===== src/rtl/btlpwm_pkg.sv =====
package btlpwm_pkg;

  typedef enum logic [1:0] {
    GAIN_X10 = 2'b00,
    GAIN_X20 = 2'b01,
    GAIN_X32 = 2'b10,
    GAIN_X40 = 2'b11
  } gain_e;

  localparam int unsigned GAIN_FAC_W = 6;

  // integer multiplier closest to the nominal dB step
  function automatic logic [GAIN_FAC_W-1:0] gain_factor(input gain_e code);
    case (code)
      GAIN_X10: return 6'd10;
      GAIN_X20: return 6'd20;
      GAIN_X32: return 6'd32;
      default:  return 6'd40;
    endcase
  endfunction

endpackage


===== src/rtl/btlpwm_carrier.sv =====
module btlpwm_carrier #(
  parameter int unsigned CNT_W  = 6,
  parameter int unsigned SYNC_FF = 2
) (
  input  logic             clk_i,
  input  logic             rst_ni,
  input  logic             slave_i,
  input  logic             sync_i,
  output logic [CNT_W-1:0] cnt_o,
  output logic             start_o,
  output logic             sync_o,
  output logic             sync_oe_o
);

  localparam logic [CNT_W-1:0] ZERO_C      = '0;
  localparam logic [CNT_W-1:0] HALF_C      = {1'b1, {(CNT_W-1){1'b0}}};
  localparam logic [CNT_W-1:0] HALF_LAST_C = {1'b0, {(CNT_W-1){1'b1}}};
  localparam logic [CNT_W-1:0] LAST_C      = '1;

  logic [SYNC_FF:0] sync_q;
  logic             sync_rise;
  logic             half_sel_q;
  logic [CNT_W-1:0] cnt_q, cnt_d;
  logic             sync_oe_q;

  // synchronizer plus one edge-detect stage
  always_ff @(posedge clk_i or negedge rst_ni) begin
    if (!rst_ni) sync_q <= '0;
    else         sync_q <= {sync_q[SYNC_FF-1:0], sync_i};
  end

  assign sync_rise = sync_q[SYNC_FF-1] & ~sync_q[SYNC_FF];

  always_comb begin
    if (!slave_i) begin
      cnt_d = cnt_q + 1'b1;
    end else if (sync_rise) begin
      cnt_d = half_sel_q ? HALF_C : ZERO_C;
    end else if (cnt_q == HALF_LAST_C || cnt_q == LAST_C) begin
      cnt_d = cnt_q;  // wait for the next sync edge
    end else begin
      cnt_d = cnt_q + 1'b1;
    end
  end

  always_ff @(posedge clk_i or negedge rst_ni) begin
    if (!rst_ni) begin
      cnt_q      <= '0;
      half_sel_q <= 1'b0;
      sync_oe_q  <= 1'b0;
    end else begin
      cnt_q      <= cnt_d;
      sync_oe_q  <= ~slave_i;
      if (!slave_i)       half_sel_q <= 1'b0;
      else if (sync_rise) half_sel_q <= ~half_sel_q;
    end
  end

  assign cnt_o     = cnt_q;
  assign start_o   = (cnt_d == ZERO_C);
  assign sync_o    = cnt_q[CNT_W-2];
  assign sync_oe_o = sync_oe_q;


  slave_zero_chk: assert property (@(posedge clk_i) disable iff (!rst_ni)
    (slave_i && $past(slave_i) && cnt_q == ZERO_C && $past(cnt_q) != ZERO_C)
      |-> $past(sync_rise));


  sync_dir_chk: assert property (@(posedge clk_i) disable iff (!rst_ni)
    !slave_i |=> sync_oe_o);


  slave_dir_chk: assert property (@(posedge clk_i) disable iff (!rst_ni)
    slave_i |=> !sync_oe_o);

endmodule


===== src/rtl/btlpwm_level.sv =====
module btlpwm_level #(
  parameter int unsigned SAMPLE_W  = 8,
  parameter int unsigned CNT_W     = 6,
  parameter int unsigned PRE_SHIFT = 4,
  parameter int          V_MAX     = 28
) (
  input  logic                       clk_i,
  input  logic                       rst_ni,
  input  logic signed [SAMPLE_W-1:0] sample_i,
  input  logic        [1:0]          gain_i,
  input  logic                       mute_i,
  input  logic                       load_i,
  output logic signed [CNT_W:0]      lvl_o
);
  import btlpwm_pkg::*;

  localparam int unsigned PROD_W = SAMPLE_W + GAIN_FAC_W + 1;
  localparam logic signed [PROD_W-1:0] VMAX_P = PROD_W'(V_MAX);
  localparam logic signed [PROD_W-1:0] VMIN_P = -VMAX_P;

  logic signed [GAIN_FAC_W:0] fac_s;
  logic signed [PROD_W-1:0]   prod, scaled;
  logic signed [CNT_W:0]      lvl_d, lvl_q;

  always_comb begin
    fac_s  = $signed({1'b0, gain_factor(gain_e'(gain_i))});
    prod   = PROD_W'(sample_i) * PROD_W'(fac_s);
    scaled = prod >>> PRE_SHIFT;
    if (mute_i)                lvl_d = '0;
    else if (scaled > VMAX_P)  lvl_d = VMAX_P[CNT_W:0];
    else if (scaled < VMIN_P)  lvl_d = VMIN_P[CNT_W:0];
    else                       lvl_d = scaled[CNT_W:0];
  end

  always_ff @(posedge clk_i or negedge rst_ni) begin
    if (!rst_ni)     lvl_q <= '0;
    else if (load_i) lvl_q <= lvl_d;
  end

  assign lvl_o = lvl_q;


  mute_zero_chk: assert property (@(posedge clk_i) disable iff (!rst_ni)
    (load_i && mute_i) |=> lvl_o == 0);


  sat_range_chk: assert property (@(posedge clk_i) disable iff (!rst_ni)
    (lvl_o <= V_MAX) && (lvl_o >= -V_MAX));

endmodule


===== src/rtl/btlpwm_legs.sv =====
module btlpwm_legs #(
  parameter int unsigned CNT_W = 6,
  parameter int unsigned SKEW  = 3
) (
  input  logic                  clk_i,
  input  logic                  rst_ni,
  input  logic [CNT_W-1:0]      cnt_i,
  input  logic signed [CNT_W:0] lvl_i,
  output logic                  pos_o,
  output logic                  neg_o
);

  localparam logic signed [CNT_W+1:0] HALF_S = {2'b00, 1'b1, {(CNT_W-1){1'b0}}};

  logic signed [CNT_W+1:0] cnt_s, lvl_s, thr_p, thr_n;
  logic                    pos_raw, neg_raw;
  logic                    pos_q;
  logic [SKEW:0]           neg_q;

  always_comb begin
    cnt_s   = $signed({2'b00, cnt_i});
    lvl_s   = {lvl_i[CNT_W], lvl_i};
    thr_p   = HALF_S + lvl_s;
    thr_n   = HALF_S - lvl_s;
    pos_raw = cnt_s < thr_p;
    neg_raw = cnt_s < thr_n;
  end

  always_ff @(posedge clk_i or negedge rst_ni) begin
    if (!rst_ni) begin
      pos_q    <= 1'b0;
      neg_q[0] <= 1'b0;
    end else begin
      pos_q    <= pos_raw;
      neg_q[0] <= neg_raw;
    end
  end

  // negative leg trails by SKEW extra stages
  for (genvar i = 1; i <= SKEW; i++) begin : g_skew
    always_ff @(posedge clk_i or negedge rst_ni) begin
      if (!rst_ni) neg_q[i] <= 1'b0;
      else         neg_q[i] <= neg_q[i-1];
    end
  end

  assign pos_o = pos_q;
  assign neg_o = neg_q[SKEW];


  pos_polarity_chk: assert property (@(posedge clk_i) disable iff (!rst_ni)
    (lvl_i > 0) |-> !(!pos_raw && neg_raw));


  neg_polarity_chk: assert property (@(posedge clk_i) disable iff (!rst_ni)
    (lvl_i < 0) |-> !(pos_raw && !neg_raw));

endmodule


===== src/rtl/btlpwm_mod.sv =====
module btlpwm_mod #(
  parameter int unsigned SAMPLE_W  = 8,
  parameter int unsigned CNT_W     = 6,
  parameter int unsigned SKEW      = 3,  // must be odd
  parameter int unsigned PRE_SHIFT = 4
) (
  input  logic                clk_i,
  input  logic                rst_ni,
  input  logic [SAMPLE_W-1:0] sample_i,
  input  logic [1:0]          gain_i,
  input  logic                mute_i,
  input  logic                oe_i,
  input  logic                slave_i,
  input  logic                sync_i,
  output logic                sync_o,
  output logic                sync_oe_o,
  output logic                pos_o,
  output logic                pos_oe_o,
  output logic                neg_o,
  output logic                neg_oe_o
);

  localparam int          V_MAX   = 2 ** (CNT_W - 1) - int'(SKEW) - 1;
  localparam int unsigned AGE_MAX = 2 ** CNT_W + SKEW + 2;
  localparam int unsigned AGE_W   = $clog2(AGE_MAX + 1);

  logic [CNT_W-1:0]      cnt;
  logic                  start;
  logic signed [CNT_W:0] lvl;
  logic                  oe_q;

  btlpwm_carrier #(
    .CNT_W  (CNT_W),
    .SYNC_FF(2)
  ) u_carrier (
    .clk_i    (clk_i),
    .rst_ni   (rst_ni),
    .slave_i  (slave_i),
    .sync_i   (sync_i),
    .cnt_o    (cnt),
    .start_o  (start),
    .sync_o   (sync_o),
    .sync_oe_o(sync_oe_o)
  );

  btlpwm_level #(
    .SAMPLE_W (SAMPLE_W),
    .CNT_W    (CNT_W),
    .PRE_SHIFT(PRE_SHIFT),
    .V_MAX    (V_MAX)
  ) u_level (
    .clk_i   (clk_i),
    .rst_ni  (rst_ni),
    .sample_i($signed(sample_i)),
    .gain_i  (gain_i),
    .mute_i  (mute_i),
    .load_i  (start),
    .lvl_o   (lvl)
  );

  btlpwm_legs #(
    .CNT_W(CNT_W),
    .SKEW (SKEW)
  ) u_legs (
    .clk_i (clk_i),
    .rst_ni(rst_ni),
    .cnt_i (cnt),
    .lvl_i (lvl),
    .pos_o (pos_o),
    .neg_o (neg_o)
  );

  always_ff @(posedge clk_i or negedge rst_ni) begin
    if (!rst_ni) oe_q <= 1'b0;
    else         oe_q <= oe_i;
  end

  assign pos_oe_o = oe_q;
  assign neg_oe_o = oe_q;

  // cycles spent steadily in master mode, saturating
  logic [AGE_W-1:0] age_q;
  always_ff @(posedge clk_i or negedge rst_ni) begin
    if (!rst_ni)                          age_q <= '0;
    else if (slave_i)                     age_q <= '0;
    else if (age_q != AGE_W'(AGE_MAX))    age_q <= age_q + 1'b1;
  end


  latch_start_chk: assert property (@(posedge clk_i) disable iff (!rst_ni)
    (lvl != $past(lvl)) |-> (cnt == '0));


  oe_off_chk: assert property (@(posedge clk_i) disable iff (!rst_ni)
    !oe_i |=> (!pos_oe_o && !neg_oe_o));


  edge_apart_chk: assert property (@(posedge clk_i) disable iff (!rst_ni)
    (age_q == AGE_W'(AGE_MAX)) |-> !((pos_o != $past(pos_o)) && (neg_o != $past(neg_o))));

endmodule


===== config.mk =====
export PLATFORM = sky130hd
export DESIGN_NAME = btlpwm_mod
export DESIGN_NICKNAME = d
export VERILOG_FILES = /design/src/rtl/btlpwm_pkg.sv /design/src/rtl/btlpwm_carrier.sv /design/src/rtl/btlpwm_level.sv /design/src/rtl/btlpwm_legs.sv /design/src/rtl/btlpwm_mod.sv
export SDC_FILE = /design/constraint.sdc
export NUM_CORES = 1
export LEC_CHECK = 0
export BUFFER_PORTS_ARGS = -buffer_cell sky130_fd_sc_hd__buf_2
export CORE_UTILIZATION = 60
export DETAILED_ROUTE_END_ITERATION = 12
export GPL_TIMING_DRIVEN = 0
export HOLD_SLACK_MARGIN = 0.08
export PLACE_DENSITY = 0.9
export SYNTH_ARGS = -nofsm -noshare
export SYNTH_HDL_FRONTEND = slang
export SYNTH_SLANG_ARGS = --single-unit

===== constraint.sdc =====
create_clock -name clk_i -period 5.18 [get_ports clk_i]
set_clock_uncertainty 0.15 [all_clocks]
set_input_delay 1.295 -clock clk_i [delete_from_list [all_inputs] [get_ports clk_i]]
set_output_delay 1.295 -clock clk_i [all_outputs]
set_load 0.01 [all_outputs]

==> flow_metrics.env <==
export IMPL_max_slew_margin_pct=47.0
export IMPL_tightestPinTransition_ns=0.796
export IMPL_initial_core_util_pct=62.4
export IMPL_p_sw_share_pct=44.7
export IMPL_core_sq_um=4750
export IMPL_p_clk_share_pct=11.9
export IMPL_post_drt_wl_per_cell_um=19.1
export IMPL_top_layer="met4"
export IMPL_hpwlAfterDp_um=4570
export IMPL_clk_insertion_delay_late_ns=0.28
export IMPL_cp_top_family="adder cells"
export IMPL_ant_nets=0
export IMPL_crit_path_max_incr_delay_ns=0.52
export IMPL_wl_met2_um=4150
export IMPL_violations="negative setup slack"
export IMPL_dr_wl_met3_um=334
export IMPL_p_total_w=0.00142
export IMPL_syn_inst=319
export IMPL_period_needed_ns=5.82
export IMPL_placedCellCount=407
export IMPL_power_share_sequential_pct=22.7
export IMPL_required_ns=5.19
export IMPL_finalNonFillerCells=431
export IMPL_seq_area_frac_synth_pct=20.2
export IMPL_yosysWarnings=0
export IMPL_cp_end_kind="flop"
export IMPL_avgSynthCellArea_sq_um=9.30
export IMPL_worstPathCellList="buf_8 > clkinvlp_4 > ha_4 > nor2b_4 > fa_1 > inv_1 > fa_1 > inv_1 > fa_1 > ha_4 > inv_2 > fa_2 > nor2b_4 > o31a_1 > or4_1 > o311ai_2 > and4_1 > buf_4 > buf_6 > mux2i_4 > a21o_1"
export IMPL_final_util_pct=79.1
export IMPL_path_class="in2reg"
export IMPL_setup_viol=5
export IMPL_num_antenna_cells=0
export IMPL_start_kind="primary input"
export IMPL_place_ws_ns=-0.773
export IMPL_cts_root_buf="clkbuf_8"
export IMPL_num_rows=25
export IMPL_finalHoldViolCount=0
export IMPL_comb_power_share_pct=65.5
export IMPL_portBuffers=21
export IMPL_synth_ff_type="dfrtp_1"
export IMPL_max_freq_mhz=172
export IMPL_viasPerCell=6.06
export IMPL_fin_nets=455
export IMPL_status="finished, violations left"
export IMPL_holdCritPathClass="reg2reg"
export IMPL_routed_wl_um=8220
export IMPL_grt_overflow=0
export IMPL_synth_cell_type_count=45
export IMPL_cts_tree="built"
export IMPL_crit_top_cell="fa_1"
export IMPL_drive_gt1_share_pct=29.4
export IMPL_place_congestion=0.824
export IMPL_pin_count=22
export IMPL_maxCapViolations=0
export IMPL_synth_cell_area_sq_um=2970
export IMPL_setup_tns_ns=-2.95
export IMPL_dieArea_sq_um=5230
export IMPL_die_y_um=72.3
export IMPL_crit_fanout=6
export IMPL_grt_pass1_wl_um=10700
export IMPL_synth_enable_flop_cells=0
export IMPL_path_clk_slew_ns=0.09
export IMPL_synth_nets=409
export IMPL_dr_pass1_iters=5
export IMPL_powerDensity_nw_per_um2=378
export IMPL_rsz0062_at_grt="true"
export IMPL_cpMaxStageDelayCell="fa_1"
export IMPL_wl_met1_um=3420
export IMPL_grt_pass1_vias=2411
export IMPL_final_cell_mix="41 x inv_1, 34 x ha_1, 24 x dfrtp_1"
export IMPL_finalCritPeriodShare_pct=112
export IMPL_p_int_w=0.000786
export IMPL_peakVddDrop_mv=0.203
export IMPL_dieWidth_um=72.3
export IMPL_ys_ff_latch=24
export IMPL_drtIter0Drc=256
export IMPL_p_leak_nw=1.74
export IMPL_mostFrequentLayoutCell="inv_1"
export IMPL_cts_hold_buf=0
export IMPL_synthToLayoutAreaGrowth_pct=26.6
export IMPL_htreeDepth=1
export IMPL_synthArstFlopShare_pct=100
export IMPL_path_buf_inv=7
export IMPL_critPathArrivalTime_ns=5.84
export IMPL_antenna_found_initial=0
export IMPL_drv_slew=0
export IMPL_nFillCells=262
export IMPL_grt_max_degree=25
export IMPL_worst_slack_ns=-0.642
export IMPL_vias=2614
export IMPL_clock_sinks=24
export IMPL_remaining_drc_errors=0
export IMPL_cts_buffer_depth=2
export IMPL_p_switching_w=0.000636
export IMPL_cts_made_buffers=3
export IMPL_grtUsageTotal_pct=26.3
[cells in the mapped netlist (2+ instances only)]
master / n / area [sq um]
inv_1: 45 / 169
dfrtp_1: 24 / 601
nand2_1: 24 / 90.1
nand3_1: 7 / 35.0
nand2b_1: 5 / 31.3
o21ai_1: 4 / 20.0
a21oi_1: 15 / 75.1
or3_1: 2 / 12.5
xnor2_1: 11 / 96.3
nor2b_1: 17 / 106
xor2_1: 5 / 43.8
a21o_1: 8 / 60.1
o31ai_1: 3 / 22.5
ha_1: 51 / 638
nor2_1: 17 / 63.8
and2_1: 11 / 68.8
fa_1: 23 / 460
nor3_1: 7 / 35.0
o21ai_0: 8 / 40.0
and4_1: 2 / 17.5
o22ai_1: 2 / 12.5
o21a_1: 4 / 30.0
a31oi_1: 2 / 12.5
[per-layer routing]
metal	GRT usage [%]	vias up
met2	47.1	122
li1	-	1172
met4	8.50	0
met5	0	-
met3	2.92	34
met1	32.9	1286
[stage by stage]
step	instance area (sq um)	hold WS, ns
global route	3760	0.226
CTS	3460	0.211
global placement	3260	0.182
detailed placement	3260	0.186
finish	3760	0.211
floorplan	3080	0.181
[what timing repair did]
action | CTS | global route
resized for setup | 18 | 36
setup endpoints to repair | 5 | 7
pin swaps | 15 | 31
buffers inserted | 6 | 14
[cells by family (layout without fill, tap and decap cells)]
| logic type | count (synthesis) | in the layout | synth area share (%) |
|---|---|---|---|
| AND/OR/NAND/NOR | 101 | 101 | 18.3 |
| adder cells (fa/ha/maj) | 74 | 74 | 37.0 |
| AO/OA/AOI/OAI | 56 | 56 | 13.4 |
| buffers and inverters | 47 | 92 | 6.07 |
| flip-flops | 24 | 24 | 20.2 |
| XOR/XNOR | 16 | 16 | 4.72 |
| multiplexers | 1 | 1 | 0.337 |
[worst register-to-register path: cells and delay by family (launching register included)]
kind                     cells  cell delay (ns)
AO/OA/AOI/OAI                3             0.85
adder cells (fa/ha/maj)      1             0.30
buffers and inverters        1             0.14
flip-flops                   1             0.50
AND/OR/NAND/NOR              3             1.09
[sequential cells by signal, indices dropped and copies added (netlist names)]
signal,cells
u_level.lvl_o,7
neg_oe_o,1
u_carrier.half_sel_q,1
u_carrier.cnt_o,6
u_legs.neg_q,3
u_carrier.sync_q,3
u_legs.pos_o,1
u_legs.neg_o,1
u_carrier.sync_oe_o,1
[power groups by stage]
| stage | clock network (W) | logic [W] | registers [W] |
|---|---|---|---|
| 3_5_place_dp | 0 | 0.000709 | 0.000318 |
| 2_1_floorplan | 0 | 0.000569 | 0.000303 |
| 3_3_place_gp | 0 | 0.000672 | 0.000313 |
| 5_1_grt | 0.000178 | 0.00102 | 0.000327 |
| 4_1_cts | 0.000166 | 0.000761 | 0.000315 |
| 6_report | 0.000169 | 0.000931 | 0.000322 |
[final timing paths]
| check | startpoint | to | slack (ns) | cells past startpoint |
|---|---|---|---|---|
| max in group asynchronous | rst_ni | u_carrier.sync_q[2]$_DFF_PN0_ | 3.67 | 1 |
| min in group asynchronous | rst_ni | u_legs.pos_o$_DFF_PN0_ | 0.84 | 1 |
| setup / recovery | gain_i[1] | u_level.lvl_o[2]$_DFFE_PN0N_ | -0.64 | 21 |
| hold reg to reg | u_legs.neg_q[1]$_DFF_PN0_ | u_legs.neg_q[2]$_DFF_PN0_ | 0.21 | 0 |
| setup reg to reg | u_carrier.cnt_o[1]$_DFF_PN0_ | u_level.lvl_o[3]$_DFFE_PN0N_ | 2.06 | 8 |
| hold / removal | u_legs.neg_q[1]$_DFF_PN0_ | u_legs.neg_q[2]$_DFF_PN0_ | 0.21 | 0 |
[layout make-up]
cell class              count  area (sq um)  share of cell area (%)
repair buffers             41           283                    7.52
flip-flops and latches     24           601                    16.0
well taps                  67          83.8                    2.23
plain buffers               1          7.51                   0.200
clock buffers               3          41.3                    1.10
inverters                  46           176                    4.69
clock inverters             1          30.0                   0.799
multi-input cells         248          2540                    67.5
No activity file was read; power rests on OpenSTA's default activity.
